[src/rtl/trap_target_pkg.sv]
package trap_target_pkg;
  typedef enum logic [1:0] {
    RT_PRIV  = 2'd0,
    RT_HYPER = 2'd1,
    RT_RED   = 2'd2,
    RT_ERROR = 2'd3
  } route_e;

  typedef enum logic [1:0] {
    LV_USER  = 2'd0,
    LV_PRIV  = 2'd1,
    LV_HYPER = 2'd2
  } level_e;

  localparam int unsigned WATCHDOG_TT = 2;
  localparam int unsigned RED_TT      = 5;
  localparam int unsigned HYPER_TT_MIN = 384;
endpackage

[src/rtl/trap_route_dec.sv]
module trap_route_dec
  import trap_target_pkg::*;
#(
  parameter int unsigned TL_W    = 3,
  parameter int unsigned TT_W    = 9,
  parameter int unsigned MAX_TL  = 6,
  parameter int unsigned MAX_PTL = 2
) (
  input  logic [TL_W-1:0] tl,
  input  logic            hpriv,
  input  logic            priv,
  input  logic            red,
  input  logic [TT_W-1:0] tt,
  output route_e          rt,
  output logic [TT_W-1:0] eff_tt,
  output logic            deep_lvl
);
  localparam logic [TL_W-1:0] TL_RED  = TL_W'(MAX_TL - 1);
  localparam logic [TL_W-1:0] TL_FULL = TL_W'(MAX_TL);
  localparam logic [TL_W-1:0] TL_PMAX = TL_W'(MAX_PTL);
  localparam logic [TT_W-1:0] TT_WD   = TT_W'(WATCHDOG_TT);
  localparam logic [TT_W-1:0] TT_HMIN = TT_W'(HYPER_TT_MIN);

  level_e cur_lv;
  level_e tgt_lv;

  always_comb begin
    if (hpriv)     cur_lv = LV_HYPER;
    else if (priv) cur_lv = LV_PRIV;
    else           cur_lv = LV_USER;
  end

  always_comb begin
    tgt_lv = (cur_lv == LV_USER) ? LV_PRIV : LV_HYPER;
  end

  always_comb begin
    eff_tt = tt;
    if (red || tl == TL_RED) begin
      rt = RT_RED;
    end else if (tl == TL_FULL) begin
      rt = RT_ERROR;
    end else if (tl > TL_PMAX && tgt_lv == LV_PRIV) begin
      rt     = RT_HYPER;
      eff_tt = TT_WD;
    end else if (tgt_lv == LV_HYPER || tt >= TT_HMIN) begin
      rt = RT_HYPER;
    end else begin
      rt = RT_PRIV;
    end
  end

  // new trap level (tl + 1) greater than 1 means tl is not zero
  assign deep_lvl = (tl != '0);
endmodule

[src/rtl/trap_vector_gen.sv]
module trap_vector_gen
  import trap_target_pkg::*;
#(
  parameter int unsigned ADDR_W   = 64,
  parameter int unsigned TT_W     = 9,
  parameter logic [63:0] RED_BASE = 64'h0000_00FF_F000_0000
) (
  input  route_e            rt,
  input  logic [TT_W-1:0]   eff_tt,
  input  logic              deep_lvl,
  input  logic [ADDR_W-1:0] tba,
  input  logic [ADDR_W-1:0] htba,
  output logic [ADDR_W-1:0] pc,
  output logic [ADDR_W-1:0] npc
);
  localparam int unsigned HOFF_BITS = 14;
  localparam int unsigned POFF_BITS = 15;
  localparam logic [ADDR_W-1:0] ONE       = ADDR_W'(1);
  localparam logic [ADDR_W-1:0] HOFF_MASK = (ONE << HOFF_BITS) - ONE;
  localparam logic [ADDR_W-1:0] POFF_MASK = (ONE << POFF_BITS) - ONE;
  localparam logic [ADDR_W-1:0] DEEP_BIT  = ONE << HOFF_BITS;
  localparam logic [ADDR_W-1:0] RED_OFF   = ADDR_W'((RED_TT << 5) & 8'hFF);
  localparam logic [ADDR_W-1:0] INSN_B    = ADDR_W'(4);

  logic [ADDR_W-1:0] tt_off;
  logic [ADDR_W-1:0] hyp_pc;
  logic [ADDR_W-1:0] prv_pc;
  logic [ADDR_W-1:0] red_pc;

  assign tt_off = ADDR_W'({eff_tt, 5'b00000}) & HOFF_MASK;
  assign hyp_pc = (htba & ~HOFF_MASK) | tt_off;
  assign prv_pc = (tba & ~POFF_MASK) | (deep_lvl ? DEEP_BIT : '0) | tt_off;
  assign red_pc = ADDR_W'(RED_BASE) | RED_OFF;

  always_comb begin
    unique case (rt)
      RT_RED:   pc = red_pc;
      RT_HYPER: pc = hyp_pc;
      RT_PRIV:  pc = prv_pc;
      default:  pc = '0;
    endcase
    npc = (rt == RT_ERROR) ? '0 : pc + INSN_B;
  end
endmodule

[src/rtl/trap_target_sel.sv]
module trap_target_sel
  import trap_target_pkg::*;
#(
  parameter int unsigned TL_W    = 3,
  parameter int unsigned TT_W    = 9,
  parameter int unsigned ADDR_W  = 64,
  parameter int unsigned MAX_TL  = 6,
  parameter int unsigned MAX_PTL = 2
) (
  input  logic              clk,
  input  logic              rst_n,
  input  logic              req_valid,
  input  logic [TL_W-1:0]   tl_in,
  input  logic              hpriv_in,
  input  logic              priv_in,
  input  logic              red_in,
  input  logic [TT_W-1:0]   tt_in,
  input  logic [ADDR_W-1:0] tba_in,
  input  logic [ADDR_W-1:0] htba_in,
  output logic              rsp_valid,
  output logic [1:0]        route,
  output logic [ADDR_W-1:0] hnd_pc,
  output logic [ADDR_W-1:0] hnd_npc,
  output logic              gl_hyper_cap
);
  route_e            c_rt;
  logic [TT_W-1:0]   c_tt;
  logic              c_deep;
  logic [ADDR_W-1:0] c_pc;
  logic [ADDR_W-1:0] c_npc;

  trap_route_dec #(
    .TL_W(TL_W), .TT_W(TT_W), .MAX_TL(MAX_TL), .MAX_PTL(MAX_PTL)
  ) u_dec (
    .tl(tl_in), .hpriv(hpriv_in), .priv(priv_in), .red(red_in), .tt(tt_in),
    .rt(c_rt), .eff_tt(c_tt), .deep_lvl(c_deep)
  );

  trap_vector_gen #(
    .ADDR_W(ADDR_W), .TT_W(TT_W)
  ) u_vec (
    .rt(c_rt), .eff_tt(c_tt), .deep_lvl(c_deep), .tba(tba_in), .htba(htba_in),
    .pc(c_pc), .npc(c_npc)
  );

  logic              vld_q, vld_d;
  logic [1:0]        rt_q, rt_d;
  logic [ADDR_W-1:0] pc_q, pc_d;
  logic [ADDR_W-1:0] npc_q, npc_d;
  logic              cap_q, cap_d;

  always_comb begin
    vld_d = req_valid;
    rt_d  = rt_q;
    pc_d  = pc_q;
    npc_d = npc_q;
    cap_d = cap_q;
    if (req_valid) begin
      rt_d  = c_rt;
      pc_d  = c_pc;
      npc_d = c_npc;
      cap_d = (c_rt == RT_HYPER) || (c_rt == RT_RED);
    end
  end

  always_ff @(posedge clk or negedge rst_n) begin
    if (!rst_n) begin
      vld_q <= 1'b0;
      rt_q  <= '0;
      pc_q  <= '0;
      npc_q <= '0;
      cap_q <= 1'b0;
    end else begin
      vld_q <= vld_d;
      rt_q  <= rt_d;
      pc_q  <= pc_d;
      npc_q <= npc_d;
      cap_q <= cap_d;
    end
  end

  assign rsp_valid    = vld_q;
  assign route        = rt_q;
  assign hnd_pc       = pc_q;
  assign hnd_npc      = npc_q;
  assign gl_hyper_cap = cap_q;

  a_r2_strobe: assert property (@(posedge clk) disable iff (!rst_n)
    rsp_valid == $past(req_valid));
  a_r2_hold: assert property (@(posedge clk) disable iff (!rst_n)
    !$past(req_valid) |-> ($stable(hnd_pc) && $stable(route) && $stable(gl_hyper_cap)));
  a_r10_next_pc: assert property (@(posedge clk) disable iff (!rst_n)
    (rsp_valid && route != 2'd3) |-> (hnd_npc == hnd_pc + ADDR_W'(4)));
  a_r4_error_zero: assert property (@(posedge clk) disable iff (!rst_n)
    (route == 2'd3) |-> (hnd_pc == '0 && hnd_npc == '0));
  a_r11_cap: assert property (@(posedge clk) disable iff (!rst_n)
    gl_hyper_cap == (route == 2'd1 || route == 2'd2));
  a_r3_red_first: assert property (@(posedge clk) disable iff (!rst_n)
    (req_valid && red_in) |=> (route == 2'd2));
  a_r9_aligned: assert property (@(posedge clk) disable iff (!rst_n)
    rsp_valid |-> (hnd_pc[4:0] == 5'd0));
endmodule

[config.mk]
export PLATFORM = sky130hd
export DESIGN_NAME = trap_target_sel
export DESIGN_NICKNAME = d
export VERILOG_FILES = /design/src/rtl/trap_target_pkg.sv /design/src/rtl/trap_route_dec.sv /design/src/rtl/trap_vector_gen.sv /design/src/rtl/trap_target_sel.sv
export SDC_FILE = /design/constraint.sdc
export NUM_CORES = 1
export LEC_CHECK = 0
export ABC_CLOCK_PERIOD_IN_PS = 1000
export BUFFER_PORTS_ARGS = -buffer_cell sky130_fd_sc_hd__buf_4
export CAP_MARGIN = 40
export CORE_MARGIN = 5
export CORE_UTILIZATION = 40
export CTS_CLUSTER_SIZE = 40
export DETAILED_ROUTE_END_ITERATION = 7
export GPL_TIMING_DRIVEN = 0
export PLACE_DENSITY = 0.7
export SYNTH_ARGS = -nofsm -noshare
export SYNTH_HDL_FRONTEND = slang
export SYNTH_SLANG_ARGS = --single-unit
export TNS_END_PERCENT = 20
[constraint.sdc]
create_clock -name clk -period 1 [get_ports clk]
set_clock_uncertainty 0.05 [all_clocks]
set_input_delay 0.25 -clock clk [delete_from_list [all_inputs] [get_ports clk]]
set_output_delay 0.25 -clock clk [all_outputs]
set_load 0.005 [all_outputs]
==> results of run 1 <==
## stage by stage
step | worst slack, ns | instances | util [%] | hold slack (ns) | power, mW
CTS | -0.6724 | 912 | 68.65 | -0.1242 | 12.11
global placement | -1.274 | 886 | 57.98 | 0.3571 | 7.705
floorplan | -0.8149 | 476 | - | -0.09559 | 6.220
global route | -0.7114 | 919 | 71.13 | -0.09922 | 12.79
detailed placement | -1.394 | 887 | 58.20 | 0.2508 | 7.791
finish | -0.6826 | 919 | 71.13 | -0.1405 | 12.23
## critical path, delay by kind of cell
family,cells,cell delay (ns)
AO/OA/AOI/OAI,4,0.81
adder cells (fa/ha/maj),1,0.22
buffers and inverters,2,0.24
multiplexers,2,0.30
## layout make-up
cell class                 instances  area [sq um]
buffer                            66         584.3
clock buffer                      13         260.3
clock inverter                     3         43.79
fill                             889          3628
inverter                          37         141.4
multi-input combinational        261          2534
sequential                       109          2728
tap                              172         215.2
timing repair buffer             258          2434
## cells by family after synthesis
group	after synthesis	share of synthesized area (%)
adders and majority gates	4	0.9797
DFF	109	53.39
xor gates and xnor gates	1	0.1715
buffers and inverters	106	10.68
and+or+nand+nor	75	7.225
muxes	9	1.935
other	1	0.07340
AOI/OAI and AO/OA	163	25.55
## worst max path at each step
stage	slack [ns]	start	to	depth (start not counted)
2_1_floorplan	-0.81	tt_in[7]	hnd_pc[20]	9
3_3_place_gp	-1.27	tt_in[7]	hnd_npc[32]	10
6_report	-0.68	tt_in[8]	hnd_pc[6]	9
5_1_grt	-0.71	tt_in[8]	hnd_pc[6]	9
4_1_cts	-0.67	tt_in[8]	hnd_pc[16]	9
3_5_place_dp	-1.39	tt_in[7]	hnd_pc[61]	10
## cell usage after synthesis (all sizes together)
cell,n
clkbuf,21
buf,47
nor3,32
a211oi,1
nand2b,1
a311o,1
dfrtp,109
a21o,32
and3b,2
o21bai,1
inv,37
o21ba,2
conb,1
nand3,12
a31oi,1
mux2,7
mux2i,2
a22oi,50
o2bb2ai,13
o31ai,1
nor3b,3
nand2,3
and2,1
dlymetal6s2s,1
nor2b,1
nor2,20
o22a,14
o21ai,3
ha,4
o32ai,31
a22o,7
a21oi,3
xor2,1
a2111oi,2
o21a,1
## flip-flops by register name, summed over array words and instances (netlist names)
register and cells:
rsp_valid 1, gl_hyper_cap 1, route 2, hnd_pc 47, hnd_npc 58
## layer usage
layer | wire length, um | up-vias | global-route usage [%]
li1 | - | 2246 | -
met5 | 0 | - | 0
met4 | 177 | 0 | 5.813
met1 | 7408 | 2443 | 30.71
met2 | 9541 | 201 | 40.45
met3 | 1430 | 15 | 6.313
## report_power, final
group | leakage, nW | internal [mW] | switching [mW]
Clock | 0.150 | 2.08 | 1.57
Sequential | 1.42 | 4.80 | 0.338
Combinational | 2.71 | 2.00 | 1.44
Total | 4.28 | 8.88 | 3.34
## repair_timing
| item | in CTS | in global routing |
|---|---|---|
| setup buffers | 9 | 8 |
| gates resized for setup | 225 | 51 |
| gates cloned | 2 | 0 |
| endpoints found under the setup margin | 231 | 230 |
| hold endpoints to repair | 45 | 45 |
| pin swaps | 25 | 30 |
==> PnR_summary.wiki, run 1 <==
{| class="wikitable"
! Metric !! Value
|-
| Placeable core area || 12570 sq um
|-
| CTS buffer count || 9
|-
| Crit path largest cell delay || 0.26 ns
|-
| Warnings, synthesis || 0
|-
| Avg Synthesized Cell Area || 10.92 sq um
|-
| Clock-pin slew reported for the worst setup and hold paths after clock tree synthesis || 0.07 ns
|-
| Destination of the worst register-to-register timing path || hnd_npc[6]
|-
| Final Net Count || 892
|-
| Normalized max-slew margin || 58.23%
|-
| Standby leakage power || 4.280 nW
|-
| Vias in the first global route || 5357
|-
| Hold WC Path Type || in2async
|-
| Data arrival at the endpoint of the critical path || 1.84 ns
|-
| Layout cell share with drive strength beyond 1 || 60.78%
|-
| Post-route ant nets || 0
|-
| Height of the die || 123.0 um
|-
| Synthesized flop and latch total || 109
|-
| Cell area power density || 1368 nW/um^2
|-
| Initial core utilization || 40.65%
|-
| P&R area growth vs syn || 74.99%
|-
| Wire length after detailed routing || 18560 um
|-
| Outcome || finished with violations
|-
| Setup repair after global routing missed its margin || true
|-
| Final-layout worst hold slack || -0.1405 ns
|-
| Period Utilization, post-route || 168.3%
|-
| Leading post-synthesis cells by cell area || sky130_fd_sc_hd__dfrtp_1 (53%), sky130_fd_sc_hd__a22oi_1 (7.3%), sky130_fd_sc_hd__o32ai_1 (5.3%), sky130_fd_sc_hd__a21o_1 (4.7%), sky130_fd_sc_hd__buf_4 (3.7%)
|-
| Leading cell type in the layout, fill and taps excluded || sky130_fd_sc_hd__buf_4
|-
| Post-DR vias/cell || 5.337
|-
| Number of detailed-route iterations in the first pass || 5
|-
| Violations in the final reports || hold timing, setup timing
|-
| Antenna Diode Count || 0
|-
| GP Congestion || 0.8548
|-
| Sink Count || 109
|-
| Reg-to-reg setup timing slack || 0.13 ns
|-
| Remaining routing DRC violations || 0
|-
| Area of the die || 15130 sq um
|-
| Post-synthesis instance total || 468
|-
| Post-detailed-placement cell area || 7315 sq um
|-
| Reg2Reg Depth || 2
|-
| Cell seen most often among critical-path stages || sky130_fd_sc_hd__o21ba_4
|-
| Deepest level of the CTS H-tree || 3
|-
| Iteration-0 DRC Markers || 260
|-
| Total congestion overflow after global routing || 0
|-
| Maximum fanout along the worst path || 7
|-
| Cell with the largest stage delay on the worst path || sky130_fd_sc_hd__a211oi_4
|-
| Fraction of post-synthesis cell area in the top cell type by area || 53.39%
|-
| Count of final setup violators || 229
|-
| Rows || 41
|-
| Transition time of the tightest slew-check pin || 0.6266 ns
|-
| Type of element launching the critical path || input pin
|-
| Initial antenna violation count || 0
|-
| Commonest non-fill, non-tap cells in the layout || sky130_fd_sc_hd__buf_4 (166), sky130_fd_sc_hd__buf_6 (124), sky130_fd_sc_hd__dfrtp_1 (109)
|-
| Die W || 123.0 um
|-
| Cell chain of the critical path || buf_8, a211oi_4, mux2i_2, o21ba_4, ha_4, o21ba_4, buf_4, mux2i_1, a31oi_1
|-
| DR WL/cell || 20.19 um
|-
| Global-route usage over all layers || 23.90%
|-
| Final Slew Violations || 0
|-
| Startpoint of the lowest-slack register-to-register path || hnd_npc[6]
|-
| TNS Setup || -85.21 ns
|-
| Type of element capturing the critical path || register
|-
| Boundary pin count || 278
|-
| Buffers on Ports || 238
|-
| Number of hold violations in the final report || 45
|-
| # Max-Cap Violations || 0
|-
| Required time at the worst-slack endpoint || 1.16 ns
|-
| Detailed-route via count || 4905
|-
| Worst Path Class, Setup || in2reg
|-
| Final Worst Setup Slack || -0.6826 ns
|-
| Largest area contributor in the netlist || sky130_fd_sc_hd__dfrtp_1
|-
| Clock root buffer || sky130_fd_sc_hd__clkbuf_16
|-
| Post-route cell area || 8940 sq um
|-
| Clock period minus worst slack || 1.683 ns
|-
| Wire length of the first global-routing pass || 28300 um
|-
| Largest net degree at the start of global routing || 65
|-
| Synth unique cells || 42
|-
| Clock tree from TritonCTS || built
|-
| Total half-perimeter wirelength after legalization and detailed placement || 13320 um
|-
| Max rail drop VDD || 0.8021 mV
|-
| Clock Path Buffers || 2
|-
| Area of the mapped netlist || 5109 sq um
|-
| Clock latency reported for the late side of the worst-skew pair || 0.34 ns
|-
| Share of synthesized area occupied by flip-flops and latches || 53.39%
|-
| Highest Clock Rate || 594.3 MHz
|}
No activity file was read; power rests on OpenSTA's default activity.
==> run 2: changes to the inputs <==
CTS_BUF_LIST = sky130_fd_sc_hd__clkbuf_4 sky130_fd_sc_hd__clkbuf_8 sky130_fd_sc_hd__clkbuf_16   (was not set)
HOLD_SLACK_MARGIN = 0.15   (was not set)
==> run 2 against run 1 <==
  * The flow still finishes with violations (hold timing, setup timing)
  * Sequential power barely moved
  * Non-clock buffer count rose by 8
  * Fmax barely moved
  * Register-to-register slack improved by 0.02 ns
  * Sequential share of layout area fell by 0.34 points
  * Total power rose by 0.90%
  * Setup slack barely moved
  * Cell area rose by 1.1%
  * Largest cell class unchanged
  * Highest routed layer unchanged
==> PnR_summary.wiki, run 2 (synthesis gave the netlist of run 1 again) <==
{| class="wikitable"
! Metric !! Value
|-
| Outcome || finished with violations
|-
| Violations in the final reports || hold timing, setup timing
|-
| Logic depth of the worst setup path including buffers || 9
|-
| Pwr Total || 12.34 mW
|-
| Number of hold violations in the final report || 45
|-
| Count of buffer and inverter cells on the critical path || 2
|-
| Iteration-0 DRC Markers || 343
|-
| Buffers on Ports || 238
|-
| Crit-path leading delay family || compound AO/OA/AOI/OAI gates
|-
| Post-route cell area || 9041 sq um
|-
| Number of buffers added to fix hold violations after cts || 7
|-
| Critical path origin || tt_in[8]
|-
| Post-route ant nets || 0
|-
| Reg2Reg Depth || 2
|-
| Layout cell share with drive strength beyond 1 || 60.79%
|-
| Initial antenna violation count || 0
|-
| Highest Clock Rate || 594.4 MHz
|-
| Antenna Diode Count || 0
|-
| Deepest level of the CTS H-tree || 3
|-
| Post-detailed-placement cell area || 7315 sq um
|-
| Cell with the largest stage delay on the worst path || sky130_fd_sc_hd__a211oi_4
|-
| Clock root buffer || sky130_fd_sc_hd__clkbuf_16
|-
| Flip-flop count of the largest register, all copies and words added || 58
|-
| Post-layout util || 71.94%
|-
| Post-DR vias/cell || 5.318
|-
| Transition time of the tightest slew-check pin || 0.6376 ns
|-
| Count of final setup violators || 229
|-
| Period Utilization, post-route || 168.2%
|-
| Die W || 123.0 um
|-
| Type of element launching the critical path || input pin
|-
| Clock power share || 30.2%
|-
| # Max-Cap Violations || 0
|-
| Setup repair after global routing missed its margin || true
|-
| Clock-pin slew reported for the worst setup and hold paths after clock tree synthesis || 0.07 ns
|-
| Height of the die || 123.0 um
|-
| CTS buffer count || 9
|-
| Clock period minus worst slack || 1.682 ns
|-
| Initial core utilization || 40.65%
|-
| Maximum fanout along the worst path || 7
|-
| Combinational fraction of design power || 28.2%
|-
| Sink Count || 109
|-
| Global-route usage over all layers || 24.19%
|-
| End point of the critical path || hnd_pc[16]
|-
| P&R area growth vs syn || 76.98%
|-
| Total half-perimeter wirelength after legalization and detailed placement || 13320 um
|-
| Max rail drop VDD || 0.8015 mV
|-
| Largest net degree at the start of global routing || 65
|-
| Normalized max-slew margin || 57.50%
|-
| Commonest non-fill, non-tap cells in the layout || sky130_fd_sc_hd__buf_4 (167), sky130_fd_sc_hd__buf_6 (123), sky130_fd_sc_hd__dfrtp_1 (109)
|-
| GP Congestion || 0.8548
|-
| Number of detailed-route iterations in the first pass || 5
|-
| Rows || 41
|-
| Wire length after detailed routing || 18780 um
|-
| Sw Ratio || 27.34%
|-
| Final Slew Violations || 0
|-
| Cell internal power dissipation || 8.964 mW
|-
| Sequential share of power || 41.6%
|-
| Detailed-route via count || 4930
|-
| Net switching power || 3.374 mW
|-
| Final-layout worst hold slack || -0.1456 ns
|-
| Final Net Count || 900
|-
| Startpoint of the lowest-slack register-to-register path || hnd_npc[6]
|-
| Leading cell type in the layout, fill and taps excluded || sky130_fd_sc_hd__buf_4
|-
| Final Worst Setup Slack || -0.6825 ns
|-
| Clock latency reported for the late side of the worst-skew pair || 0.34 ns
|-
| Type of element capturing the critical path || register
|-
| Data arrival at the endpoint of the critical path || 1.86 ns
|-
| Standby leakage power || 4.324 nW
|-
| Reg-to-reg setup timing slack || 0.15 ns
|-
| Worst Path Class, Setup || in2reg
|-
| Total congestion overflow after global routing || 0
|-
| Crit path largest cell delay || 0.26 ns
|-
| Clock Path Buffers || 2
|-
| Vias in the first global route || 5456
|-
| Destination of the worst register-to-register timing path || hnd_npc[6]
|-
| Cell chain of the critical path || buf_8, a211oi_4, mux2i_2, o21ba_4, ha_4, buf_12, a22oi_2, nor2_2, mux2_4
|-
| Clock tree from TritonCTS || built
|-
| Wire length of the first global-routing pass || 28650 um
|-
| Cell area power density || 1365 nW/um^2
|-
| Remaining routing DRC violations || 0
|-
| Placeable core area || 12570 sq um
|-
| Required time at the worst-slack endpoint || 1.18 ns
|-
| Boundary pin count || 278
|-
| DR WL/cell || 20.26 um
|-
| Area of the die || 15130 sq um
|-
| Hold WC Path Type || in2async
|}
## run 2: timing repair
item | CTS | global route
buffers inserted | 9 | 9
gates cloned | 2 | 0
pin swaps | 25 | 28
endpoints found under the hold margin | 57 | 45
gates resized for setup | 226 | 53
endpoints found under the setup margin | 231 | 230
## run 2: final cells by class
cell class              instances  area (sq um)
plain buffers                  66         588.1
repair buffers                266          2511
well taps                     172         215.2
multi-input cells             261          2546
fillers                       874          3527
clock inverters                 3         43.79
flip-flops and latches        109          2728
inverters                      37         141.4
clock buffers                  13         267.8
## run 2: metrics by stage
stage / setup TNS (ns) / instances / hold slack (ns) / setup WS (ns)
global route: -93.52 / 927 / -0.09906 / -0.7016
floorplan: -80.49 / 476 / -0.09559 / -0.8149
CTS: -86.63 / 919 / -0.1242 / -0.6724
finish: -86.28 / 927 / -0.1456 / -0.6825
global placement: -181.69 / 886 / 0.3571 / -1.274
detailed placement: -140.69 / 887 / 0.2508 / -1.394
## run 2: power groups by stage
stage               Clock [mW]  Sequential (mW)  Combinational (mW)
floorplan                    0             5.12                1.10
CTS                       3.77             5.12                3.30
detailed placement           0             5.14                2.65
global placement             0             5.13                2.57
global route              3.98             5.17                3.73
finish                    3.72             5.14                3.48
## run 2: worst min-delay path by stage
stage / from / to / slack [ns]
global placement: req_valid / rsp_valid / 0.36
CTS: rst_n / hnd_pc[61] / -0.12
finish: rst_n / hnd_pc[61] / -0.15
floorplan: rst_n / gl_hyper_cap / -0.1
detailed placement: rst_n / hnd_pc[60] / 0.25
global route: rst_n / hnd_pc[61] / -0.1
## run 2: per-layer routing
| metal | vias to the layer above | share of wire, % | wire length, um | global-route usage [%] |
|---|---|---|---|---|
| met5 | - | 0 | 0 | 0 |
| met4 | 0 | 1.0 | 188 | 6.090 |
| met3 | 16 | 7.9 | 1486 | 6.633 |
| met2 | 197 | 52 | 9747 | 41.03 |
| met1 | 2455 | 39 | 7355 | 30.74 |
| li1 | 2262 | - | - | - |
